File: src/rtl/chgp_pkg.sv
package chgp_pkg;

  typedef enum logic [1:0] {
    ST_NORM = 2'd0,
    ST_OVC  = 2'd1,
    ST_XCHK = 2'd2,
    ST_XCHG = 2'd3
  } chgState_t;

  // strobes from control to the delay datapath
  typedef struct packed {
    logic ovcRun;
    logic ovcClr;
    logic ovcRel;
    logic xRun;
    logic xClr;
    logic xRel;
  } chgStrobe_t;

endpackage

File: src/rtl/chgp_delay_cnt.sv
module chgp_delay_cnt #(
  parameter int CNT_W = 12
) (
  input  logic             clk,
  input  logic             rstN,
  input  logic             tick,
  input  logic             run,
  input  logic             clr,
  input  logic [CNT_W-1:0] limit,
  output logic             done
);

  logic [CNT_W-1:0] cnt;

  always_ff @(posedge clk) begin
    if (!rstN || clr) begin
      cnt <= '0;
    end else if (run && tick && (cnt < limit)) begin
      cnt <= cnt + 1'b1;
    end
  end

  assign done = (cnt >= limit);

  assert_clr_zero_R1: assert property (@(posedge clk) disable iff (!rstN)
    (clr && limit != '0) |=> !done);

endmodule

File: src/rtl/chgp_datapath.sv
module chgp_datapath
  import chgp_pkg::*;
#(
  parameter int TICK_US     = 250,
  parameter int OVC_DET_US  = 1000000,
  parameter int OVC_REL_US  = 40000,
  parameter int XCHG_DET_US = 1500,
  parameter int XCHG_REL_US = 1500
) (
  input  logic       clk,
  input  logic       rstN,
  input  logic       tick,
  input  logic       testMode,
  input  chgStrobe_t strb,
  output logic       ovcDone,
  output logic       xDone
);

  localparam int OVC_DET_CNT  = OVC_DET_US / TICK_US;
  localparam int OVC_REL_CNT  = OVC_REL_US / TICK_US;
  localparam int XCHG_DET_CNT = XCHG_DET_US / TICK_US;
  localparam int XCHG_REL_CNT = XCHG_REL_US / TICK_US;
  localparam int MAX_A   = (OVC_DET_CNT > OVC_REL_CNT) ? OVC_DET_CNT : OVC_REL_CNT;
  localparam int MAX_B   = (XCHG_DET_CNT > XCHG_REL_CNT) ? XCHG_DET_CNT : XCHG_REL_CNT;
  localparam int MAX_CNT = (MAX_A > MAX_B) ? MAX_A : MAX_B;
  localparam int CNT_W   = $clog2(MAX_CNT + 1);
  localparam int NUM_CNT = 2;

  localparam logic [CNT_W-1:0] ONE_TICK = CNT_W'(1);

  logic [NUM_CNT-1:0]            runVec, clrVec, relVec, doneVec;
  logic [NUM_CNT-1:0][CNT_W-1:0] detLim, relLim;

  assign runVec = {strb.xRun, strb.ovcRun};
  assign clrVec = {strb.xClr, strb.ovcClr};
  assign relVec = {strb.xRel, strb.ovcRel};
  assign detLim = {CNT_W'(XCHG_DET_CNT), CNT_W'(OVC_DET_CNT)};
  assign relLim = {CNT_W'(XCHG_REL_CNT), CNT_W'(OVC_REL_CNT)};

  for (genvar g = 0; g < NUM_CNT; g++) begin : gDelay
    logic [CNT_W-1:0] lim;
    always_comb begin
      if (testMode)      lim = ONE_TICK;
      else if (relVec[g]) lim = relLim[g];
      else               lim = detLim[g];
    end
    chgp_delay_cnt #(.CNT_W(CNT_W)) cnt_i (
      .clk   (clk),
      .rstN  (rstN),
      .tick  (tick),
      .run   (runVec[g]),
      .clr   (clrVec[g]),
      .limit (lim),
      .done  (doneVec[g])
    );
  end

  assign ovcDone = doneVec[0];
  assign xDone   = doneVec[1];

endmodule

File: src/rtl/chgp_control.sv
module chgp_control
  import chgp_pkg::*;
(
  input  logic       clk,
  input  logic       rstN,
  input  logic       cellOverFlag,
  input  logic       cellRelFlag,
  input  logic       packAboveOc,
  input  logic       loadPresent,
  input  logic       xchgFlag,
  input  logic       dischgHigh,
  input  logic       ovcDone,
  input  logic       xDone,
  output chgStrobe_t strb,
  output logic       chgEnable,
  output logic       ovcActive,
  output logic       relLevelHi
);

  chgState_t state, nextState;
  logic relOk, xArm, ovcHit, xHit;

  assign relOk = cellRelFlag && (!packAboveOc || loadPresent);
  assign xArm  = xchgFlag && dischgHigh;

  always_comb begin
    strb.ovcRun = 1'b0;
    strb.ovcRel = 1'b0;
    strb.xRun   = 1'b0;
    strb.xRel   = 1'b0;
    unique case (state)
      ST_NORM, ST_XCHK: begin
        strb.ovcRun = cellOverFlag;
        strb.xRun   = xArm;
      end
      ST_OVC: begin
        strb.ovcRun = relOk;
        strb.ovcRel = 1'b1;
      end
      ST_XCHG: begin
        strb.ovcRun = cellOverFlag;
        strb.xRun   = !xchgFlag;
        strb.xRel   = 1'b1;
      end
      default: ;
    endcase
  end

  assign ovcHit = strb.ovcRun && ovcDone;
  assign xHit   = strb.xRun && xDone;

  always_comb begin
    nextState = state;
    unique case (state)
      ST_NORM: begin
        if (ovcHit)    nextState = ST_OVC;
        else if (xHit) nextState = ST_XCHG;
      end
      ST_OVC: begin
        if (ovcHit) nextState = xchgFlag ? ST_XCHK : ST_NORM;
      end
      ST_XCHK: begin
        if (ovcHit)         nextState = ST_OVC;
        else if (!xchgFlag) nextState = ST_NORM;
        else if (xHit)      nextState = ST_XCHG;
      end
      ST_XCHG: begin
        if (ovcHit)    nextState = ST_OVC;
        else if (xHit) nextState = ST_NORM;
      end
      default: nextState = ST_NORM;
    endcase
  end

  assign strb.ovcClr = !strb.ovcRun || (nextState != state);
  assign strb.xClr   = !strb.xRun || (nextState != state);

  always_ff @(posedge clk) begin
    if (!rstN) state <= ST_NORM;
    else       state <= nextState;
  end

  assign chgEnable  = (state == ST_NORM);
  assign ovcActive  = (state == ST_OVC);
  assign relLevelHi = ovcActive && packAboveOc;

  assert_ovc_entry_R2: assert property (@(posedge clk) disable iff (!rstN)
    $rose(ovcActive) |-> $past(cellOverFlag));

  assert_ovc_release_R3: assert property (@(posedge clk) disable iff (!rstN)
    $fell(ovcActive) |-> $past(cellRelFlag && (!packAboveOc || loadPresent)));

  assert_no_release_unloaded_R4: assert property (@(posedge clk) disable iff (!rstN)
    (ovcActive && packAboveOc && !loadPresent) |=> ovcActive);

  assert_level_sel_R5: assert property (@(posedge clk) disable iff (!rstN)
    relLevelHi |-> (ovcActive && packAboveOc));

  assert_xchg_gated_R8: assert property (@(posedge clk) disable iff (!rstN)
    $rose(state == ST_XCHG) |-> $past(xchgFlag && dischgHigh));

  assert_xchg_release_R7: assert property (@(posedge clk) disable iff (!rstN)
    $fell(state == ST_XCHG) |-> ($past(!xchgFlag) || ovcActive));

endmodule

File: src/rtl/chg_path_guard.sv
module chg_path_guard
  import chgp_pkg::*;
#(
  parameter int TICK_US     = 250,
  parameter int OVC_DET_US  = 1000000,
  parameter int OVC_REL_US  = 40000,
  parameter int XCHG_DET_US = 1500,
  parameter int XCHG_REL_US = 1500
) (
  input  logic clk,
  input  logic rstN,
  input  logic tick,
  input  logic testMode,
  input  logic cellOverFlag,
  input  logic cellRelFlag,
  input  logic packAboveOc,
  input  logic loadPresent,
  input  logic xchgFlag,
  input  logic dischgHigh,
  output logic chgEnable,
  output logic ovcActive,
  output logic relLevelHi
);

  chgStrobe_t strb;
  logic ovcDone, xDone;

  chgp_control ctrl_i (
    .clk          (clk),
    .rstN         (rstN),
    .cellOverFlag (cellOverFlag),
    .cellRelFlag  (cellRelFlag),
    .packAboveOc  (packAboveOc),
    .loadPresent  (loadPresent),
    .xchgFlag     (xchgFlag),
    .dischgHigh   (dischgHigh),
    .ovcDone      (ovcDone),
    .xDone        (xDone),
    .strb         (strb),
    .chgEnable    (chgEnable),
    .ovcActive    (ovcActive),
    .relLevelHi   (relLevelHi)
  );

  chgp_datapath #(
    .TICK_US     (TICK_US),
    .OVC_DET_US  (OVC_DET_US),
    .OVC_REL_US  (OVC_REL_US),
    .XCHG_DET_US (XCHG_DET_US),
    .XCHG_REL_US (XCHG_REL_US)
  ) dp_i (
    .clk      (clk),
    .rstN     (rstN),
    .tick     (tick),
    .testMode (testMode),
    .strb     (strb),
    .ovcDone  (ovcDone),
    .xDone    (xDone)
  );

endmodule

File: config.mk
export PLATFORM = sky130hd
export DESIGN_NAME = chg_path_guard
export DESIGN_NICKNAME = d
export VERILOG_FILES = /design/src/rtl/chgp_pkg.sv /design/src/rtl/chgp_delay_cnt.sv /design/src/rtl/chgp_datapath.sv /design/src/rtl/chgp_control.sv /design/src/rtl/chg_path_guard.sv
export SDC_FILE = /design/constraint.sdc
export NUM_CORES = 1
export LEC_CHECK = 0
export BUFFER_PORTS_ARGS = -buffer_cell sky130_fd_sc_hd__buf_4
export CORE_MARGIN = 2
export CORE_UTILIZATION = 45
export DETAILED_ROUTE_END_ITERATION = 10
export SETUP_SLACK_MARGIN = 0.2
export SYNTH_ARGS = -nofsm -noshare
export SYNTH_HDL_FRONTEND = slang
export SYNTH_SLANG_ARGS = --single-unit
export TNS_END_PERCENT = 50
File: constraint.sdc
create_clock -name clk -period 2.45 [get_ports clk]
set_input_delay 0 -clock clk [delete_from_list [all_inputs] [get_ports clk]]
set_output_delay 0 -clock clk [all_outputs]
set_load 0.05 [all_outputs]
==> key figures <==
Pwr
  • Power per cell area: ~470 nW/um^2
  • Total power: between 800 and 900 uW
  • Net Sw Power: ~220 uW
  • Sw Share: 0.253
  • Leak: 0.000671 uW
  • Comb pwr share: 0.152
  • Flop pwr share: 0.503
  • Clk network pwr share: 0.346
  • Internal power: ~650 uW
  • Peak VDD IR: ~290 uV

Floorplan
  • Die area: ~3800 sq um
  • Io pins: 13
  • Die height: between 60 and 70 um
  • FP Rows: 21
  • Initial core utilization: 0.461
  • Core box area: between 3000 and 4000 sq um
  • Die W: 62.0 um

Clock network
  • Worst-Skew Late Latency: ~0.33 ns
  • Cts bufs inserted: 3
  • Root Buffer Master: clkbuf_4
  • CTS tree: built
  • Clock slew seen by the registers of the worst setup and hold paths: 0.15 ns
  • Clock buffer depth: 2
  • H-tree Lvls: 1
  • Total clock sinks: 26

Timing
  • RSZ-0062 raised after global routing: yes
  • Setup TNS: 0 ns
  • Max-slew violation count: 0
  • Min Tclk post-route: around 2.1 ns
  • Clock Skew: around 0.011 ns
  • Fin. Hold Viols: 0
  • Max Freq: between 400 and 500 MHz
  • Final Setup Violations: 0
  • Final WS setup: 0.306 ns
  • Final critical-path share of the clock period: 0.875

GRT
  • First-pass GRT wire length: around 5300 um
  • Largest net degree at the start of global routing: 23
  • Overall Global Routing Usage: 0.188
  • GR Overflow Total: 0
  • Antenna violations before repair: 0
  • Vias in the first global route: roughly 1300

Flow run
  • Max-cap violations: 0

Hold path
  • Hold wc startpoint: tick
  • Hold Path Class: in -> reg

Yosys
  • Synth Instances: 173
  • Flops & latches, synth: 26
  • Synth Cell Area: ~1500 sq um
  • Number of synthesis warnings: 0
  • Mean Syn Cell Area: between 8 and 9 sq um
  • Ys flop type: dfxtp_1
  • Post-synth ARST share: 0
  • EDFF count, synth: 0
  • Register area share after synthesis: 0.344
  • Post-synth cell types: 46

Setup path
  • Type of the worst setup path: reg -> reg
  • CP Launch Type: flip-flop
  • CP Max Fanout: 22
  • Arr. time, crit path: between 2 and 2.5 ns
  • CP startpoint: dp_i.gDelay[0].cnt_i.cnt[5]
  • Crit. End Element: flip-flop
  • Worst reg2reg startpoint: dp_i.gDelay[0].cnt_i.cnt[5]
  • Worst EP required: about 2.7 ns

Layout
  • Layout area overhead: 21.4%
  • Layout cells sized above 1: 0.198
  • Fin util: 0.559
  • NumNets Final: 220
  • Diode count: 0
  • Area occupied by multi-input gates: 1020 sq um
  • Non-Filler Instances: between 200 and 250
  • Register area: approximately 530 sq um
  • Fillers: 316

Placed design
  • PortBufs: 12
  • Final Wtd Congestion: roughly 0.81
  • Placed insts: between 200 and 250
  • Post-DP HPWL: around 2500 um
  • Dpl ws: 0.0972 ns

Status
  • Status: finished, final reports clean

Detailed routing
  • DRC Markers: 0
  • First drt pass iteration count: 6
  • Vias: ~1400
  • Wirelength per Cell: about 13 um
  • Detailed router's first-iteration violation count: 66
  • Via/cell ratio: about 5.7
  • Routed Wire Length: ~3200 um
  • Antenna Violating Nets Remaining: 0
==> per-layer routing <==
metal | GRT usage | up-vias | part of all wire
li1 | - | 711 | -
met1 | 0.229 | 634 | 0.45
met2 | 0.318 | 27 | 0.50
met3 | 0.0311 | 4 | 0.032
met4 | 0.0912 | 0 | 0.018
met5 | 0 | - | 0
==> sequential cells by signal, summed over array words and instances (netlist names) <==
name	flops
ctrl_i.state	2
dp_i.gDelay.cnt_i.cnt	24
==> per-stage QoR <==
stage,hold slack (ns),area (sq um)
after floorplan,0.126,1540
after global placement,0.281,1680
after detailed placement,0.282,1680
after CTS,0.0763,1800
after global routing,0.0976,1840
final,0.0851,1840
==> area by class of cell <==
| class | count | share of cell area |
|---|---|---|
| tap | 46 | 0.0313 |
| clock buffer | 3 | 0.0123 |
| sequential | 26 | 0.288 |
| inverter | 8 | 0.0163 |
| clock inverter | 1 | 0.0163 |
| timing repair buffer | 18 | 0.0790 |
| multi-input combinational | 141 | 0.557 |
==> cells in the final DEF (no fill, tap or decap), types with 3 or more instances in the layout <==
cell,count
o31ai_1,10
ha_4,3
a21oi_2,3
nor4_1,3
ha_1,9
nand2b_1,4
nand4_1,6
a21oi_1,13
conb_1,8
inv_1,8
o21ai_0,7
buf_4,15
or4_1,11
nand2_1,8
nand3_1,7
clkbuf_4,3
and3_1,4
dfxtp_1,23
nor2_1,9
==> timing repair <==
action                                  CTS  global route
pin swaps                                 0             2
gates resized for setup                   6             9
hold endpoints to repair                  1             0
endpoints found under the setup margin   12            14
hold buffers                              1             0
buffers inserted                          2             0
==> final timing paths <==
| check | cells after the start | to | slack (ns) |
|---|---|---|---|
| worst min-delay path | 4 | dp_i.gDelay[0].cnt_i.cnt[0] | 0.09 |
| worst max-delay path | 7 | dp_i.gDelay[0].cnt_i.cnt[2] | 0.31 |
| worst min register to register | 2 | dp_i.gDelay[0].cnt_i.cnt[5] | 0.53 |
| worst max register to register | 7 | dp_i.gDelay[0].cnt_i.cnt[2] | 0.31 |
==> power groups by stage <==
stage                     combinational (uW)  sequential [uW]  clock, uW
final                                    132              438        301
after global placement                   115              448          0
after detailed placement                 119              449          0
after floorplan                         79.4              447          0
after CTS                                128              439        311
after global routing                     149              440        331
==> worst max-delay path: stages, from the launching register on <==
cell and delay, ns:
dfxtp_4 0.39, ha_1 0.29, a211o_1 0.33, a21oi_4 0.19, a21oi_2 0.07, buf_6 0.16, or4_1 0.53, a21oi_2 0.14
==> cell usage after synthesis, drive strengths merged (2+ instances only) <==
cell type | count | share of area
nand4 | 6 | 0.025
nor2 | 9 | 0.022
nand3 | 7 | 0.023
a21oi | 17 | 0.066
buf | 2 | 0.011
nand2 | 9 | 0.024
nor4 | 3 | 0.012
a31oi | 2 | 0.0083
o211a | 2 | 0.013
and3 | 4 | 0.017
o211ai | 2 | 0.0099
clkbuf | 3 | 0.0074
inv | 8 | 0.020
ha | 12 | 0.099
o2111ai | 2 | 0.012
o31ai | 10 | 0.050
or3 | 2 | 0.0083
and4 | 2 | 0.012
nand2b | 6 | 0.025
and2 | 2 | 0.0083
o21ai | 8 | 0.026
o21a | 2 | 0.0099
dfxtp | 26 | 0.34
or4 | 11 | 0.055
==> cell families after synthesis <==
kind of cell    Yosys count  synth area share
compound gates           52             0.235
xor+xnor                  1           0.00579
fa+ha+maj                12            0.0993
buf+inv                  13            0.0380
flops                    26             0.344
mux                       1           0.00662
other cells               1           0.00248
simple gates             67             0.269
No activity file was read; power rests on OpenSTA's default activity.
